`config.mk`:
```
export PLATFORM = sky130hd
export DESIGN_NAME = memmap_decoder
export DESIGN_NICKNAME = d
export VERILOG_FILES = /design/src/rtl/memmap_decoder.sv
export SDC_FILE = /design/constraint.sdc
export NUM_CORES = 1
export LEC_CHECK = 0
export ABC_AREA = 1
export BUFFER_PORTS_ARGS = -buffer_cell sky130_fd_sc_hd__clkbuf_2
export CAP_MARGIN = 20
export CORE_MARGIN = 4
export CORE_UTILIZATION = 34
export DETAILED_ROUTE_END_ITERATION = 7
export GPL_ROUTABILITY_DRIVEN = 0
export PLACE_DENSITY = 0.89
export SLEW_MARGIN = 10
export SYNTH_ARGS = -nofsm -noshare
export SYNTH_HDL_FRONTEND = slang
export SYNTH_SLANG_ARGS = --single-unit
export TNS_END_PERCENT = 100
```
`constraint.sdc`:
```
create_clock -name clk -period 1.2 [get_ports clk]
set_input_delay 0.12 -clock clk [delete_from_list [all_inputs] [get_ports clk]]
set_output_delay 0.12 -clock clk [all_outputs]
set_load 0.1 [all_outputs]
```
`src/rtl/memmap_decoder.sv`:
```
module memmap_decoder #(
  parameter int          RAM_BYTES = 16384,
  parameter logic [15:0] ROM0_BASE = 16'h0000,
  parameter logic [15:0] ROM1_BASE = 16'h2000,
  parameter logic [15:0] ROM2_BASE = 16'h4000
) (
  input  logic        clk,
  input  logic        rst_n,
  input  logic        cpu_valid,
  input  logic        cpu_wr,
  input  logic [15:0] cpu_addr,
  input  logic [7:0]  bus_rdata,
  output logic        ram_cs,
  output logic [2:0]  rom_cs,
  output logic [3:0]  io_cs,
  output logic [15:0] mem_addr,
  output logic [7:0]  cpu_rdata,
  output logic [15:0] vid_mask,
  output logic [15:0] vid_or
);
  localparam int          LEN_CLAMP = (RAM_BYTES > 65536) ? 65536 : RAM_BYTES;
  localparam logic [16:0] RAM_LEN   = 17'(LEN_CLAMP);

  logic sz_lo, sz_hi, page, map_full;

  always_ff @(posedge clk or negedge rst_n) begin
    if (!rst_n) begin
      sz_lo <= 1'b0; sz_hi <= 1'b0; page <= 1'b0; map_full <= 1'b0;
    end else if (cpu_valid && cpu_wr && cpu_addr[15:5] == 11'h7FE) begin
      case (cpu_addr[4:1])
        4'd0: sz_lo    <= cpu_addr[0];
        4'd1: sz_hi    <= cpu_addr[0];
        4'd2: page     <= cpu_addr[0];
        4'd3: map_full <= cpu_addr[0];
        default: ;
      endcase
    end
  end

  wire        full     = sz_hi & map_full;
  wire [15:0] ram_base = (sz_hi & ~map_full & page) ? 16'h8000 : 16'h0000;
  wire        hi_page  = cpu_addr[15:8] == 8'hFF;
  wire        in_vec   = cpu_addr[15:5] == 11'h7FF;
  wire        in_io    = cpu_addr[15:7] == 9'h1FE;
  wire        ram_win  = ~hi_page & (~cpu_addr[15] | full);
  wire [16:0] ram_off  = full ? {1'b0, cpu_addr}
                              : {1'b0, ram_base} + {2'b00, cpu_addr[14:0]};
  wire        ram_ok   = ram_off < RAM_LEN;

  always_comb begin
    ram_cs   = 1'b0;
    rom_cs   = 3'b000;
    io_cs    = 4'b0000;
    mem_addr = 16'h0000;
    if (cpu_valid) begin
      if (in_vec) begin
        rom_cs   = 3'b010;
        mem_addr = ROM1_BASE + {3'b000, cpu_addr[12:0]};
      end else if (in_io) begin
        io_cs    = 4'b0001 << cpu_addr[6:5];
        mem_addr = {11'h000, cpu_addr[4:0]};
      end else if (hi_page) begin
        mem_addr = 16'h0000;
      end else if (ram_win) begin
        ram_cs   = ram_ok;
        mem_addr = ram_off[15:0];
      end else if (cpu_addr[14]) begin
        rom_cs   = 3'b100;
        mem_addr = ROM2_BASE + {2'b00, cpu_addr[13:0]};
      end else if (cpu_addr[13]) begin
        rom_cs   = 3'b010;
        mem_addr = ROM1_BASE + {3'b000, cpu_addr[12:0]};
      end else begin
        rom_cs   = 3'b001;
        mem_addr = ROM0_BASE + {3'b000, cpu_addr[12:0]};
      end
    end
  end

  assign cpu_rdata = (ram_cs | (|rom_cs) | (|io_cs)) ? bus_rdata : 8'hFF;

  always_comb begin
    case ({sz_hi, sz_lo})
      2'b00:   vid_mask = 16'h0FFF;
      2'b01:   vid_mask = 16'h3FFF;
      default: vid_mask = full ? 16'hFFFF : 16'h7FFF;
    endcase
  end
  assign vid_or = ram_base;

  a_r10_one_select: assert property (@(posedge clk) disable iff (!rst_n)
    $onehot0({ram_cs, rom_cs, io_cs}));
  a_r6_vector_rom1: assert property (@(posedge clk) disable iff (!rst_n)
    (cpu_valid && cpu_addr[15:5] == 11'h7FF) |-> (rom_cs == 3'b010 && !ram_cs && io_cs == 4'b0000));
  a_r8_ram_in_bounds: assert property (@(posedge clk) disable iff (!rst_n)
    ram_cs |-> ({1'b0, mem_addr} < RAM_LEN));
  a_r9_idle_ff: assert property (@(posedge clk) disable iff (!rst_n)
    !cpu_valid |-> (!ram_cs && rom_cs == 3'b000 && io_cs == 4'b0000 && cpu_rdata == 8'hFF));
  a_r2_size_hi_set: assert property (@(posedge clk) disable iff (!rst_n)
    (cpu_valid && cpu_wr && cpu_addr == 16'hFFC3) |=> (vid_mask[14:0] == 15'h7FFF));
  a_r3_full_no_or: assert property (@(posedge clk) disable iff (!rst_n)
    (vid_mask == 16'hFFFF) |-> (vid_or == 16'h0000));
endmodule

```
==> results of run 1 <==
-- cell families after synthesis --
group	after synthesis
AOI/OAI and AO/OA	11
buffers and inverters	58
DFF	4
other	2
and+or+nand+nor	89
-- synth_stat cells --
master / n
nand2_1: 32
buf_4: 29
inv_1: 23
nand2_2: 13
a21oi_1: 10
nor2_1: 9
nand3_1: 8
nor2_2: 6
nor3_1: 5
dfrtp_1: 4
inv_2: 4
nand3_2: 3
nor2_4: 3
conb_1: 2
nand2_4: 2
nor4_1: 2
a31oi_1: 1
buf_2: 1
clkbuf_1: 1
nand3b_1: 1
nand4_1: 1
nor2_8: 1
nor3_2: 1
nor3_4: 1
or2_2: 1
-- per-stage QoR --
step	hold slack [ns]	setup TNS, ns	util [%]
floorplan	-0.176	-9.92	-
global placement	-0.0737	-5.81	89.4
detailed placement	-0.0686	-8.40	89.4
CTS	0.156	-9.75	97.0
-- what timing repair did --
item | 4_1_cts
gates resized for setup | 28
endpoints found under the hold margin | 4
hold buffers | 1
buffers inserted | 6
pin swaps | 18
endpoints found under the setup margin | 36
==> impl_metrics.ini, run 1 <==
[placed_design]
post-dp-hpwl_um = 3930
dp_slack_ns = -0.449
port_buffers = 64
dp.cells = 290
place_area_sq_mm = 0.00249

[logic_synthesis]
synth_cell_types = 25
yosysSeqAreaShare_pct = 10.1
syn_area_sq_um = 995
synth.area.top_cells = buf_4 (22%), nand2_1 (12%), dfrtp_1 (10%)
synthAdderAreaFrac_pct = 0
synth_xor_area_share_pct = 0
synthDominantCellAreaShare_pct = 21.9
synth.avg_cell_area_sq_um = 6.07
synth_mux_area_share_pct = 0
synth_seq_cells = 4
yosys.area_share.simple_pct = 50.6
synth_top_family_by_area = simple AND/OR/NAND/NOR gates
synth_compound_area_share_pct = 5.66
synth_cells = 164
synth_top_cell_by_area = buf_4
yosys_warnings = 0

[clocking]
cts_root_buf = clkbuf_4
clock_path_buffers = 2
htreeDepth = 1
cts_buffers = 3
cts.sinks = 4

[global_routing]
grt_max_degree = 10

[floorplanning]
core.rowCount = 19
fp.dieW_um = 62.1
die_y_um = 62.1
initial_utilization_pct = 35.8
ios = 92

[run_status]
haltStage = global routing
error = [ERROR DPL-0038] Utilization greater than 100%, impossible to legalize
outcome = aborted with a tool error

[sta]
postGrtWorstEndpoint = cpu_rdata[3]
worstEndpointType = output port
==> run 2, diff against run 1 <==
--- a/config.mk
+++ b/config.mk
@@ -8,11 +8,11 @@
 export ABC_AREA = 1
 export BUFFER_PORTS_ARGS = -buffer_cell sky130_fd_sc_hd__clkbuf_2
 export CAP_MARGIN = 20
-export CORE_MARGIN = 4
-export CORE_UTILIZATION = 34
+export CORE_AREA = 4 4 65 67
 export DETAILED_ROUTE_END_ITERATION = 7
+export DIE_AREA = 0 0 69 71
 export GPL_ROUTABILITY_DRIVEN = 0
-export PLACE_DENSITY = 0.89
+export PLACE_DENSITY_LB_ADDON = 0.15
 export SLEW_MARGIN = 10
 export SYNTH_ARGS = -nofsm -noshare
 export SYNTH_HDL_FRONTEND = slang
==> constraint.sdc (replaced) <==
create_clock -name clk -period 1.6 [get_ports clk]
set_input_delay 0.16 -clock clk [delete_from_list [all_inputs] [get_ports clk]]
set_output_delay 0.16 -clock clk [all_outputs]
set_load 0.1 [all_outputs]
==> impl_metrics.ini, run 2 <==
[run_status]
outcome = finished with violations
failed_checks = negative setup slack

[detailed_routing]
viasPerCell = 4.06
drt-initial-drc-count = 26
wire_per_inst_um = 10.6
ant_nets = 0
finalWirelength_um = 3180
firstDrtPassIters = 4
drc = 0
num_vias = 1223

[global_routing]
grt_max_degree = 13
grt_overflow = 0
grt_pass1_wl_um = 5110
antenna_found_initial = 0
grt_pass1_vias = 1119
grt_util_all_layers_pct = 12.2

[setup_path]
path_class = register to output port
worst-path-buf-inv = 2
worst-path-stages = 9
cp.arrival_ns = 1.62
cp_slowest_stage_delay_ns = 0.40
cpMaxStageDelayCell = dfrtp_1
cp.required_ns = 1.44
worstRegToRegCells = 4
cp-start-kind = register
cp_top_family = simple AND/OR/NAND/NOR gates
crit_chain = nand2_2 -> inv_6 -> nor2_4 -> nand3b_1 -> nand2_1 -> nand2_2 -> nand2_8 -> nand2_8 -> buf_12
cp_max_fo = 8
critPathCaptureType = output port

[finish]
stdcell_count = 301
n_antenna_cell = 0
fillers = 299
layout_commonest_cell = buf_12
final_nets = 283
syn2layout_area_growth_pct = 142
drive_gt1_share_pct = 60.1
most-common-layout-cells = buf_12 (36), nand2_1 (30), clkbuf_2 (28)

[sta]
clock.fmax_mhz = 563
hold_viol = 0
fin_skew_ns = 0
grt_setup_unrepaired = yes
period_share_pct = 111
slew_viol_final = 0
setup_viol = 10
slew_headroom_pct = 62.3
finalWorstSetupSlack_ns = -0.177
fin_setup_tns_ns = -1.58
period_minus_slack_ns = 1.78
worst_slew_pin_slew_ns = 0.568

[clocking]
cts_buffers = 3
clock_latency_ns = 0.21
cts_root_buf = clkbuf_8
cts_tree = done
clk_pin_slew_ns = 0.03
clock_path_buffers = 2
cts.sinks = 4
htreeDepth = 1

[logic_synthesis]
yosysSeqAreaShare_pct = 10.1
synthDominantCellAreaShare_pct = 21.9
synth.area.top_cells = buf_4 (22%), nand2_1 (12%), dfrtp_1 (10%)
yosys_warnings = 0
synth_async_sr_flop_share_pct = 100
synth_cell_types = 25
syn_area_sq_um = 995
synth_top_cell_by_area = buf_4
yosysMostFrequentCell = nand2_1
synth_cells = 164
synth_seq_cells = 4
synth_flop_cell = dfrtp_1
synth-edff-count = 0
synth.avg_cell_area_sq_um = 6.07
synthTopCellsByCount = nand2_1 (32), buf_4 (29), inv_1 (23)

[power_and_ir_drop]
ir_drop_mv = 0.431
p_leak_nw = 1.14
powerDensity_mw_per_mm2 = 537

[placed_design]
post-dp-hpwl_um = 2950
port_buffers = 64
dp.cells = 291

[worst_hold_path]
hold_class = input pin to register
holdPathStages = 3

[floorplanning]
fp.coreArea_sq_mm = 0.00363
core.rowCount = 22
fp.dieW_um = 69
initial_utilization_pct = 27.4
dieArea_sq_mm = 0.00490
die_y_um = 71
ios = 92

[flow_run]
max-cap-violations = 0
==> run 2: cell counts after synthesis <==
Identical to the previous run, type by type.
==> run 2: cell type report <==
class / instances / area (sq um) / area share, %
flip-flops and latches: 4 / 100 / 4.16
multi-input cells: 127 / 1000 / 41.5
inverters: 27 / 118 / 4.89
repair buffers: 92 / 1090 / 45.2
clock buffers: 3 / 41.3 / 1.72
well taps: 48 / 60.1 / 2.50
==> run 2: logic make-up (layout without fill, tap and decap cells) <==
logic type / count (synthesis) / in the layout / share of synthesized area, %
and+or+nand+nor: 89 / 89 / 50.6
buffers and inverters: 58 / 122 / 33.0
AOI/OAI and AO/OA: 11 / 11 / 5.66
DFF: 4 / 4 / 10.1
other: 2 / 27 / 0.755
==> run 2: timing repair <==
| item | 4_1_cts | 5_1_grt |
|---|---|---|
| setup buffers | 6 | 1 |
| hold buffers | 1 | 0 |
| endpoints found under the setup margin | 14 | 14 |
| hold endpoints to repair | 4 | 0 |
| gates resized for setup | 6 | 4 |
| pin swaps | 4 | 6 |
==> run 2: worst min-delay path, cell delays in order <==
cell	delay (ns)
clkbuf_2	0.12
nand3_1	0.09
nand2_1	0.05
==> run 2: final timing paths <==
kind / to / slack, ns / startpoint
setup / recovery: cpu_rdata[5] / -0.18 / map_full
hold / removal: page / 0.24 / cpu_addr[0]
setup reg to reg: sz_hi / 0.73 / sz_hi
hold reg to reg: sz_lo / 0.49 / sz_lo
max in group asynchronous: sz_lo / 1.18 / rst_n
min in group asynchronous: map_full / 0.29 / rst_n
==> run 2: routing by layer <==
layer / wire, um / GRT usage [%] / part of all wire (%)
met3: 222 / 3.13 / 7.0
met5: 0 / 0 / 0
met2: 1750 / 23.7 / 55
met1: 1210 / 13.9 / 38
met4: 0 / 0.651 / 0
==> run 2: per-stage QoR <==
| stage | hold WS (ns) | utilization, % | total power [mW] | setup slack [ns] | instance area, sq um |
|---|---|---|---|---|---|
| 4_1_cts | 0.236 | 65.7 | 1.30 | -0.182 | 2390 |
| 3_3_place_gp | -0.0293 | 62.6 | 1.08 | -0.0111 | 2270 |
| 2_1_floorplan | -0.136 | - | 0.878 | -0.704 | 1440 |
| 6_report | 0.240 | 66.2 | 1.29 | -0.177 | 2410 |
| 3_5_place_dp | -0.0265 | 62.6 | 1.08 | -0.0246 | 2270 |
| 5_1_grt | 0.242 | 66.2 | 1.33 | -0.291 | 2410 |
==> run 2: where the power goes <==
part / switching, mW / internal [mW] / leakage (nW)
clock: 0.0498 / 0.160 / 0.0216
combinational: 0.736 / 0.243 / 1.06
sequential: 0.0000351 / 0.102 / 0.0559
(Power assumes the default switching activity.)
